File: src/rtl/tr_node_pkg.sv
package tr_node_pkg;
  typedef enum logic {
    ST_IDLE = 1'b0,
    ST_HOLD = 1'b1
  } hold_st_e;
endpackage

File: src/rtl/tr_addr_match.sv
module tr_addr_match #(
  parameter int unsigned      ADDR_W = 16,
  parameter logic [ADDR_W-1:0] BASE  = '0,
  parameter logic [ADDR_W-1:0] LIMIT = '1
) (
  input  logic              vld_i,
  input  logic              tok_i,
  input  logic [ADDR_W-1:0] addr_i,
  output logic              hit_o
);
  logic ge_base, le_limit;

  assign ge_base  = (addr_i >= BASE);
  assign le_limit = (addr_i <= LIMIT);
  assign hit_o    = vld_i && !tok_i && ge_base && le_limit;
endmodule

File: src/rtl/tr_tx_ctrl.sv
module tr_tx_ctrl
  import tr_node_pkg::*;
#(
  parameter int unsigned ADDR_W   = 16,
  parameter int unsigned CNT_W    = 8,
  parameter int unsigned MAX_HOLD = 10
) (
  input  logic              clk_i,
  input  logic              rst_ni,
  input  logic              tok_in_i,
  input  logic              slot_free_i,
  input  logic              req_vld_i,
  input  logic [ADDR_W-1:0] req_addr_i,
  input  logic [CNT_W-1:0]  req_len_i,
  input  logic              req_wr_i,
  output logic              req_rdy_o,
  output logic              req_done_o,
  output logic              emit_data_o,
  output logic              emit_tok_o,
  output logic [ADDR_W-1:0] cur_addr_o,
  output logic              cur_wr_o,
  output logic              holding_o,
  output logic              job_o,
  output logic              snd_pop_o
);
  localparam int unsigned HC_W = $clog2(MAX_HOLD + 1);
  localparam logic [HC_W-1:0] HOLD_LIM = HC_W'(MAX_HOLD);

  hold_st_e          st_q, st_n;
  logic [CNT_W-1:0]  rem_q;
  logic [ADDR_W-1:0] addr_q;
  logic              wr_q;
  logic [HC_W-1:0]   hcnt_q;
  logic              done_q;
  logic              job, limit_hit, accept;

  assign job       = (rem_q != '0);
  assign limit_hit = (hcnt_q == HOLD_LIM);
  assign req_rdy_o = !job && (st_q == ST_IDLE);
  assign accept    = req_vld_i && req_rdy_o;

  always_comb begin
    st_n        = st_q;
    emit_data_o = 1'b0;
    emit_tok_o  = 1'b0;
    unique case (st_q)
      ST_IDLE: begin
        if (tok_in_i) begin
          if (job) begin
            emit_data_o = 1'b1;
            st_n        = ST_HOLD;
          end else begin
            emit_tok_o = 1'b1;
          end
        end
      end
      ST_HOLD: begin
        if (!job || limit_hit) begin
          if (slot_free_i) begin
            emit_tok_o = 1'b1;
            st_n       = ST_IDLE;
          end
        end else if (slot_free_i) begin
          emit_data_o = 1'b1;
        end
      end
      default: st_n = ST_IDLE;
    endcase
  end

  always_ff @(posedge clk_i or negedge rst_ni) begin
    if (!rst_ni) begin
      st_q   <= ST_IDLE;
      rem_q  <= '0;
      addr_q <= '0;
      wr_q   <= 1'b0;
      hcnt_q <= '0;
      done_q <= 1'b0;
    end else begin
      st_q   <= st_n;
      done_q <= (accept && (req_len_i == '0)) ||
                (emit_data_o && (rem_q == CNT_W'(1)));
      if (accept) begin
        rem_q  <= req_len_i;
        addr_q <= req_addr_i;
        wr_q   <= req_wr_i;
      end else if (emit_data_o) begin
        rem_q  <= rem_q - CNT_W'(1);
        addr_q <= addr_q + ADDR_W'(1);
      end
      if (emit_tok_o)       hcnt_q <= '0;
      else if (emit_data_o) hcnt_q <= hcnt_q + HC_W'(1);
    end
  end

  assign req_done_o = done_q;
  assign cur_addr_o = addr_q;
  assign cur_wr_o   = wr_q;
  assign holding_o  = (st_q == ST_HOLD);
  assign job_o      = job;
  assign snd_pop_o  = emit_data_o && wr_q;

  // word count within one visit never exceeds the limit
  a_r4_hold_bound: assert property (@(posedge clk_i) disable iff (!rst_ni)
    hcnt_q <= HOLD_LIM);

  // a single token means none can arrive while one is held
  a_r9_no_second_token: assert property (@(posedge clk_i) disable iff (!rst_ni)
    (st_q == ST_HOLD) |-> !tok_in_i);

  // remaining count falls by exactly one per emitted word
  a_r6_rem_step: assert property (@(posedge clk_i) disable iff (!rst_ni)
    (emit_data_o && !accept) |=> (rem_q == $past(rem_q) - CNT_W'(1)));
endmodule

File: src/rtl/tr_out_stage.sv
module tr_out_stage #(
  parameter int unsigned ADDR_W       = 16,
  parameter int unsigned DATA_W       = 32,
  parameter bit          INJECT_TOKEN = 1'b0
) (
  input  logic              clk_i,
  input  logic              rst_ni,
  input  logic              emit_data_i,
  input  logic              emit_tok_i,
  input  logic [ADDR_W-1:0] cur_addr_i,
  input  logic              cur_wr_i,
  input  logic [DATA_W-1:0] snd_data_i,
  input  logic              rin_vld_i,
  input  logic              rin_tok_i,
  input  logic              rin_wr_i,
  input  logic [ADDR_W-1:0] rin_addr_i,
  input  logic [DATA_W-1:0] rin_data_i,
  input  logic              rin_hit_i,
  output logic              rout_vld_o,
  output logic              rout_tok_o,
  output logic              rout_wr_o,
  output logic [ADDR_W-1:0] rout_addr_o,
  output logic [DATA_W-1:0] rout_data_o,
  output logic              slv_vld_o,
  output logic              slv_wr_o,
  output logic [ADDR_W-1:0] slv_addr_o,
  output logic [DATA_W-1:0] slv_data_o
);
  logic fwd;

  assign fwd = rin_vld_i && !rin_tok_i && !rin_hit_i;

  always_ff @(posedge clk_i or negedge rst_ni) begin
    if (!rst_ni) begin
      rout_vld_o  <= INJECT_TOKEN;
      rout_tok_o  <= INJECT_TOKEN;
      rout_wr_o   <= 1'b0;
      rout_addr_o <= '0;
      rout_data_o <= '0;
    end else if (emit_data_i) begin
      rout_vld_o  <= 1'b1;
      rout_tok_o  <= 1'b0;
      rout_wr_o   <= cur_wr_i;
      rout_addr_o <= cur_addr_i;
      rout_data_o <= cur_wr_i ? snd_data_i : '0;
    end else if (emit_tok_i) begin
      rout_vld_o  <= 1'b1;
      rout_tok_o  <= 1'b1;
      rout_wr_o   <= 1'b0;
      rout_addr_o <= '0;
      rout_data_o <= '0;
    end else if (fwd) begin
      rout_vld_o  <= 1'b1;
      rout_tok_o  <= 1'b0;
      rout_wr_o   <= rin_wr_i;
      rout_addr_o <= rin_addr_i;
      rout_data_o <= rin_data_i;
    end else begin
      rout_vld_o  <= 1'b0;
      rout_tok_o  <= 1'b0;
      rout_wr_o   <= 1'b0;
      rout_addr_o <= '0;
      rout_data_o <= '0;
    end
  end

  always_ff @(posedge clk_i or negedge rst_ni) begin
    if (!rst_ni) begin
      slv_vld_o  <= 1'b0;
      slv_wr_o   <= 1'b0;
      slv_addr_o <= '0;
      slv_data_o <= '0;
    end else begin
      slv_vld_o <= rin_hit_i;
      if (rin_hit_i) begin
        slv_wr_o   <= rin_wr_i;
        slv_addr_o <= rin_addr_i;
        slv_data_o <= rin_data_i;
      end
    end
  end

  // own word, token and forwarded word never compete for one slot
  a_r9_one_source: assert property (@(posedge clk_i) disable iff (!rst_ni)
    $onehot0({emit_data_i, emit_tok_i, fwd}));
endmodule

File: src/rtl/tr_node.sv
module tr_node #(
  parameter int unsigned       ADDR_W       = 16,
  parameter int unsigned       DATA_W       = 32,
  parameter int unsigned       CNT_W        = 8,
  parameter int unsigned       MAX_HOLD     = 10,
  parameter logic [ADDR_W-1:0] BASE         = 16'h0100,
  parameter logic [ADDR_W-1:0] LIMIT        = 16'h01FF,
  parameter bit                INJECT_TOKEN = 1'b0
) (
  input  logic              clk_i,
  input  logic              rst_ni,
  input  logic              rin_vld_i,
  input  logic              rin_tok_i,
  input  logic              rin_wr_i,
  input  logic [ADDR_W-1:0] rin_addr_i,
  input  logic [DATA_W-1:0] rin_data_i,
  output logic              rout_vld_o,
  output logic              rout_tok_o,
  output logic              rout_wr_o,
  output logic [ADDR_W-1:0] rout_addr_o,
  output logic [DATA_W-1:0] rout_data_o,
  input  logic              req_vld_i,
  output logic              req_rdy_o,
  input  logic [ADDR_W-1:0] req_addr_i,
  input  logic [CNT_W-1:0]  req_len_i,
  input  logic              req_wr_i,
  output logic              req_done_o,
  input  logic [DATA_W-1:0] snd_data_i,
  output logic              snd_pop_o,
  output logic              slv_vld_o,
  output logic              slv_wr_o,
  output logic [ADDR_W-1:0] slv_addr_o,
  output logic [DATA_W-1:0] slv_data_o
);
  logic              rin_hit, tok_in, slot_free;
  logic              emit_data, emit_tok, cur_wr, holding, job;
  logic [ADDR_W-1:0] cur_addr;

  assign tok_in    = rin_vld_i && rin_tok_i;
  assign slot_free = !rin_vld_i || rin_hit;

  tr_addr_match #(.ADDR_W(ADDR_W), .BASE(BASE), .LIMIT(LIMIT)) u_match (
    .vld_i  (rin_vld_i),
    .tok_i  (rin_tok_i),
    .addr_i (rin_addr_i),
    .hit_o  (rin_hit)
  );

  tr_tx_ctrl #(.ADDR_W(ADDR_W), .CNT_W(CNT_W), .MAX_HOLD(MAX_HOLD)) u_tx (
    .clk_i       (clk_i),
    .rst_ni      (rst_ni),
    .tok_in_i    (tok_in),
    .slot_free_i (slot_free),
    .req_vld_i   (req_vld_i),
    .req_addr_i  (req_addr_i),
    .req_len_i   (req_len_i),
    .req_wr_i    (req_wr_i),
    .req_rdy_o   (req_rdy_o),
    .req_done_o  (req_done_o),
    .emit_data_o (emit_data),
    .emit_tok_o  (emit_tok),
    .cur_addr_o  (cur_addr),
    .cur_wr_o    (cur_wr),
    .holding_o   (holding),
    .job_o       (job),
    .snd_pop_o   (snd_pop_o)
  );

  tr_out_stage #(.ADDR_W(ADDR_W), .DATA_W(DATA_W), .INJECT_TOKEN(INJECT_TOKEN)) u_out (
    .clk_i       (clk_i),
    .rst_ni      (rst_ni),
    .emit_data_i (emit_data),
    .emit_tok_i  (emit_tok),
    .cur_addr_i  (cur_addr),
    .cur_wr_i    (cur_wr),
    .snd_data_i  (snd_data_i),
    .rin_vld_i   (rin_vld_i),
    .rin_tok_i   (rin_tok_i),
    .rin_wr_i    (rin_wr_i),
    .rin_addr_i  (rin_addr_i),
    .rin_data_i  (rin_data_i),
    .rin_hit_i   (rin_hit),
    .rout_vld_o  (rout_vld_o),
    .rout_tok_o  (rout_tok_o),
    .rout_wr_o   (rout_wr_o),
    .rout_addr_o (rout_addr_o),
    .rout_data_o (rout_data_o),
    .slv_vld_o   (slv_vld_o),
    .slv_wr_o    (slv_wr_o),
    .slv_addr_o  (slv_addr_o),
    .slv_data_o  (slv_data_o)
  );

  a_r2_token_pass: assert property (@(posedge clk_i) disable iff (!rst_ni)
    (tok_in && !job && !holding) |=> (rout_vld_o && rout_tok_o));

  a_r3_capture: assert property (@(posedge clk_i) disable iff (!rst_ni)
    (tok_in && job) |=> (rout_vld_o && !rout_tok_o && rout_addr_o == $past(cur_addr)));

  a_r5_release: assert property (@(posedge clk_i) disable iff (!rst_ni)
    (req_done_o && holding && slot_free) |=> (rout_vld_o && rout_tok_o));

  a_r7_consume: assert property (@(posedge clk_i) disable iff (!rst_ni)
    rin_hit |=> (slv_vld_o && slv_addr_o == $past(rin_addr_i)
                 && slv_data_o == $past(rin_data_i)));

  a_r8_forward: assert property (@(posedge clk_i) disable iff (!rst_ni)
    (rin_vld_i && !rin_tok_i && !rin_hit) |=>
      (rout_vld_o && !rout_tok_o && rout_addr_o == $past(rin_addr_i)
       && rout_data_o == $past(rin_data_i) && rout_wr_o == $past(rin_wr_i)));

  a_r11_read_no_pop: assert property (@(posedge clk_i) disable iff (!rst_ni)
    (emit_data && !cur_wr) |-> !snd_pop_o);
endmodule

File: config.mk
export PLATFORM = sky130hd
export DESIGN_NAME = tr_node
export DESIGN_NICKNAME = d
export VERILOG_FILES = /design/src/rtl/tr_node_pkg.sv /design/src/rtl/tr_addr_match.sv /design/src/rtl/tr_tx_ctrl.sv /design/src/rtl/tr_out_stage.sv /design/src/rtl/tr_node.sv
export SDC_FILE = /design/constraint.sdc
export NUM_CORES = 1
export LEC_CHECK = 0
export BUFFER_PORTS_ARGS = -buffer_cell sky130_fd_sc_hd__buf_2
export CAP_MARGIN = 20
export CORE_MARGIN = 2
export CORE_UTILIZATION = 45
export CTS_BUF_LIST = sky130_fd_sc_hd__clkbuf_8
export CTS_CLUSTER_DIAMETER = 100
export DETAILED_ROUTE_END_ITERATION = 6
export PLACE_DENSITY = 0.74
export SLEW_MARGIN = 20
export SYNTH_ARGS = -nofsm -noshare
export SYNTH_HDL_FRONTEND = slang
export SYNTH_HIERARCHICAL = 1
export SYNTH_SLANG_ARGS = --single-unit
File: constraint.sdc
create_clock -name clk_i -period 2.97 [get_ports clk_i]
set_clock_uncertainty 0.1 [all_clocks]
set_input_delay 0.594 -clock clk_i [delete_from_list [all_inputs] [get_ports clk_i]]
set_output_delay 0.594 -clock clk_i [all_outputs]
set_load 0.01 [all_outputs]
==> summary.md <==
| Metric | Value |
|---|---|
| Area leader, netlist | `dfrtp_1` |
| Core ar. | `around 12000 um^2` |
| Post-synth ARST share | `100%` |
| CP required | `between 2 and 2.5 ns` |
| Crit-path max FO | `11` |
| Post-synth top cells | `132 x dfrtp_1, 49 x a32o_1, 49 x mux2_2` |
| RD Place Congestion | `0.858` |
| Setup TNS | `0 ns` |
| R2R depth | `10` |
| Count leader, synth | `dfrtp_1` |
| Slew HR | `between 50% and 60%` |
| Synthesized flop and latch total | `about 130` |
| R2R setup slack | `approximately 0.4 ns` |
| Synth top area share | `between 50% and 60%` |
| CTS Hold Bufs | `0` |
| TritonCTS clock tree | `yes` |
| Antenna violations before repair | `2` |
| CTS Buf Count | `17` |
| LEAKAGE | `3.84 nW` |
| Max Cap Violations | `0` |
| Remaining Overflow, GRT | `0` |
| Total GRT Usage | `between 20% and 30%` |
| PortBufs | `214` |
| Fraction of final layout cells sized beyond drive strength 1 | `49.3%` |
| 1st-iter DRT viols | `310` |
| Setup repair after global routing missed its margin | `false` |
| Crit path kind | `reg -> out` |
| Endpoint class of the critical path | `output port` |
| Worst Tran Pin Value | `0.713 ns` |
| DRC viols | `0` |
| Die height | `116 um` |
| Vias in the first global route | `4611` |
| Cells after Synth | `436` |
| Fillers | `around 1100` |
| Critical path cell sequence | `inv_1 -> ha_1 -> nor4b_4 -> and2_4 -> inv_2 -> and3_1 -> buf_2` |
| Post-Syn Area per Cell | `around 13 um^2` |
| Power per Cell Area | `between 600 and 700 nW/um^2` |
| # rows | `41` |
| Reg2Reg Capture Point | `u_out/rout_addr_o[11]` |
| CTS max path bufs | `2` |
| Top_reg_cell synth | `dfrtp_1` |
| EDFF count, synth | `0` |
| Final hold viol count | `0` |
| CP Launch Type | `flip-flop` |
| DRT antenna net count | `0` |
| Largest net degree at the start of global routing | `63` |
| Fmax | `360 MHz` |
| DRT Pass-1 Iters | `5` |
| CP Data Arrival Time | `2.09 ns` |
| Slowest CP cell | `dfrtp_1` |
| Total Wirelength | `15.5 mm` |
| Seq/Total Area, Yosys | `58.0%` |
| Hold Path Class | `in -> async` |
| Clk_lat worst skew | `0.45 ns` |
| Distinct cells, synth | `58` |
| First-pass GRT wire length | `~23 mm` |
| Clock-pin slew of the registers on the worst-case setup and hold paths | `0.07 ns` |
| Largest cells by area after synthesis | `dfrtp_1 58%, mux2_2 9.7%, a32o_1 8.6%` |
| Via density | `about 5.5` |
| Number of endpoints failing setup at the final stage | `0` |
| Final Cycle Share | `93.6%` |
| Minimum clock period | `2.78 ns` |
| Die X | `116 um` |
| CP peak stage delay | `roughly 0.39 ns` |
| Initial core utilization | `45.7%` |
| Dpl hpwl | `11.1 mm` |
| I/O pin count | `215` |
| Clock Tree Root | `clkbuf_8` |
| Max-slew violation count | `0` |
| Worst VDD drop | `just over 0.0004 V` |
| Synth-to-layout area growth | `29.0%` |
| Via Count | `4576` |
| RR Startpoint | `u_tx/rem_q[1]` |
| Status | `finished clean` |
| NumNets Final | `770` |
| Post-synth net total | `553` |
| Mapped cell area | `5690 um^2` |
| CTS H-tree lvls | `4` |
| TritonCTS sink count | `132` |
| Drt wl/cell | `18.5 um` |
| Yosys warning count | `6` |
| Die ar. | `13600 um^2` |
| Finished Core Util | `58.9%` |
metal layers:
layer | vias to the layer above | share of wire (%) | GRT usage (%)
met3 | 37 | 9.4 | 6.59
li1 | 2074 | - | -
met2 | 241 | 49 | 38.6
met5 | - | 0 | 0
met4 | 0 | 2.8 | 10.6
met1 | 2224 | 39 | 27.3
cell usage in the layout (no fill, tap or decap), types with 2 or more instances in the layout:
| cell | instances |
|---|---|
| a211oi_1 | 3 |
| bufinv_16 | 3 |
| xor2_1 | 5 |
| inv_1 | 9 |
| nor4_1 | 5 |
| dfrtp_1 | 132 |
| nor3_1 | 5 |
| and3_1 | 7 |
| a31oi_1 | 2 |
| buf_12 | 4 |
| and2_1 | 2 |
| xnor2_1 | 4 |
| a311oi_1 | 2 |
| o221a_2 | 3 |
| buf_4 | 14 |
| nor2_1 | 18 |
| nand2_1 | 25 |
| mux2_2 | 49 |
| ha_1 | 6 |
| clkinv_2 | 4 |
| and4_1 | 2 |
| a221o_1 | 2 |
| inv_2 | 2 |
| clkbuf_8 | 20 |
| clkinv_4 | 2 |
| nand3_1 | 10 |
| o21ai_1 | 3 |
| o21a_1 | 2 |
| nor2b_1 | 5 |
| nand2b_1 | 2 |
| a32o_1 | 49 |
| a21oi_1 | 10 |
| nand4_1 | 5 |
| buf_2 | 213 |
| o21ai_0 | 10 |
cell families after synthesis:
logic type	Yosys count	share of synthesized area (%)
adders and majority gates	6	1.32
muxes	50	9.87
AOI/OAI and AO/OA	97	14.8
and+or+nand+nor	100	9.74
DFF	132	58.0
buffers and inverters	42	4.90
xor gates and xnor gates	9	1.38
power by group:
| part | internal (mW) | switching [mW] | leakage [nW] | total (mW) |
|---|---|---|---|---|
| logic | 0.543 | 0.692 | 1.87 | 1.23 |
| registers | 2.05 | 0.223 | 1.75 | 2.27 |
| clock network | 0.883 | 0.676 | 0.221 | 1.56 |
| total | 3.47 | 1.59 | 3.84 | 5.07 |
registers in the layout, summed over array words and instances, names as in the netlist, 4 cells and up:
signal	count
u_tx/hcnt_q	4
u_out/slv_addr_o	16
u_out/slv_data_o	32
u_out/rout_addr_o	16
u_out/rout_data_o	32
u_tx/cur_addr_o	16
u_tx/rem_q	8
worst max-delay path: cells and delay by family (launching register included):
kind | cells | cell delay (ns)
buffers and inverters | 3 | 0.40
and+or+nand+nor | 3 | 0.63
DFF | 1 | 0.39
adders and majority gates | 1 | 0.22
what timing repair did:
action / 4_1_cts / 5_1_grt
gates resized for setup: 0 / 1
setup buffers: 0 / 1
setup endpoints to repair: 0 / 2
worst max path at each step:
| stage | start | end | slack [ns] | cells after the start |
|---|---|---|---|---|
| after CTS | u_tx/rem_q[1] | snd_pop_o | 0.04 | 7 |
| after detailed placement | rin_addr_i[15] | u_tx/cur_addr_o[6] | 0.23 | 9 |
| after floorplan | rin_addr_i[8] | u_out/rout_data_o[22] | 0.22 | 13 |
| after global routing | u_tx/rem_q[1] | snd_pop_o | 0.08 | 7 |
| final | u_tx/rem_q[1] | snd_pop_o | 0.19 | 7 |
| after global placement | rin_addr_i[15] | snd_pop_o | 0.33 | 7 |
stage by stage:
step / cell area, um^2 / setup slack (ns) / hold WS [ns] / instances / power [mW]
after floorplan: 5690 / 0.215 / 0.198 / 436 / 3.01
after global placement: 6910 / 0.328 / 0.385 / 805 / 3.46
after detailed placement: 6910 / 0.233 / 0.390 / 805 / 3.53
after CTS: 7320 / 0.0403 / 0.0802 / 836 / 5.10
after global routing: 7340 / 0.0764 / 0.110 / 838 / 5.33
final: 7340 / 0.190 / 0.0773 / 838 / 5.07
final cells by class:
type / count / area [um^2] / area share (%)
clock inverter: 11 / 135 / 1.84
antenna: 1 / 2.50 / 0.0341
inverter: 9 / 33.8 / 0.460
timing repair buffer: 231 / 1250 / 17.0
clock buffer: 20 / 275 / 3.75
multi-input combinational: 262 / 2130 / 29.0
sequential: 132 / 3300 / 45.0
tap: 172 / 215 / 2.93
(Power assumes the default switching activity.)
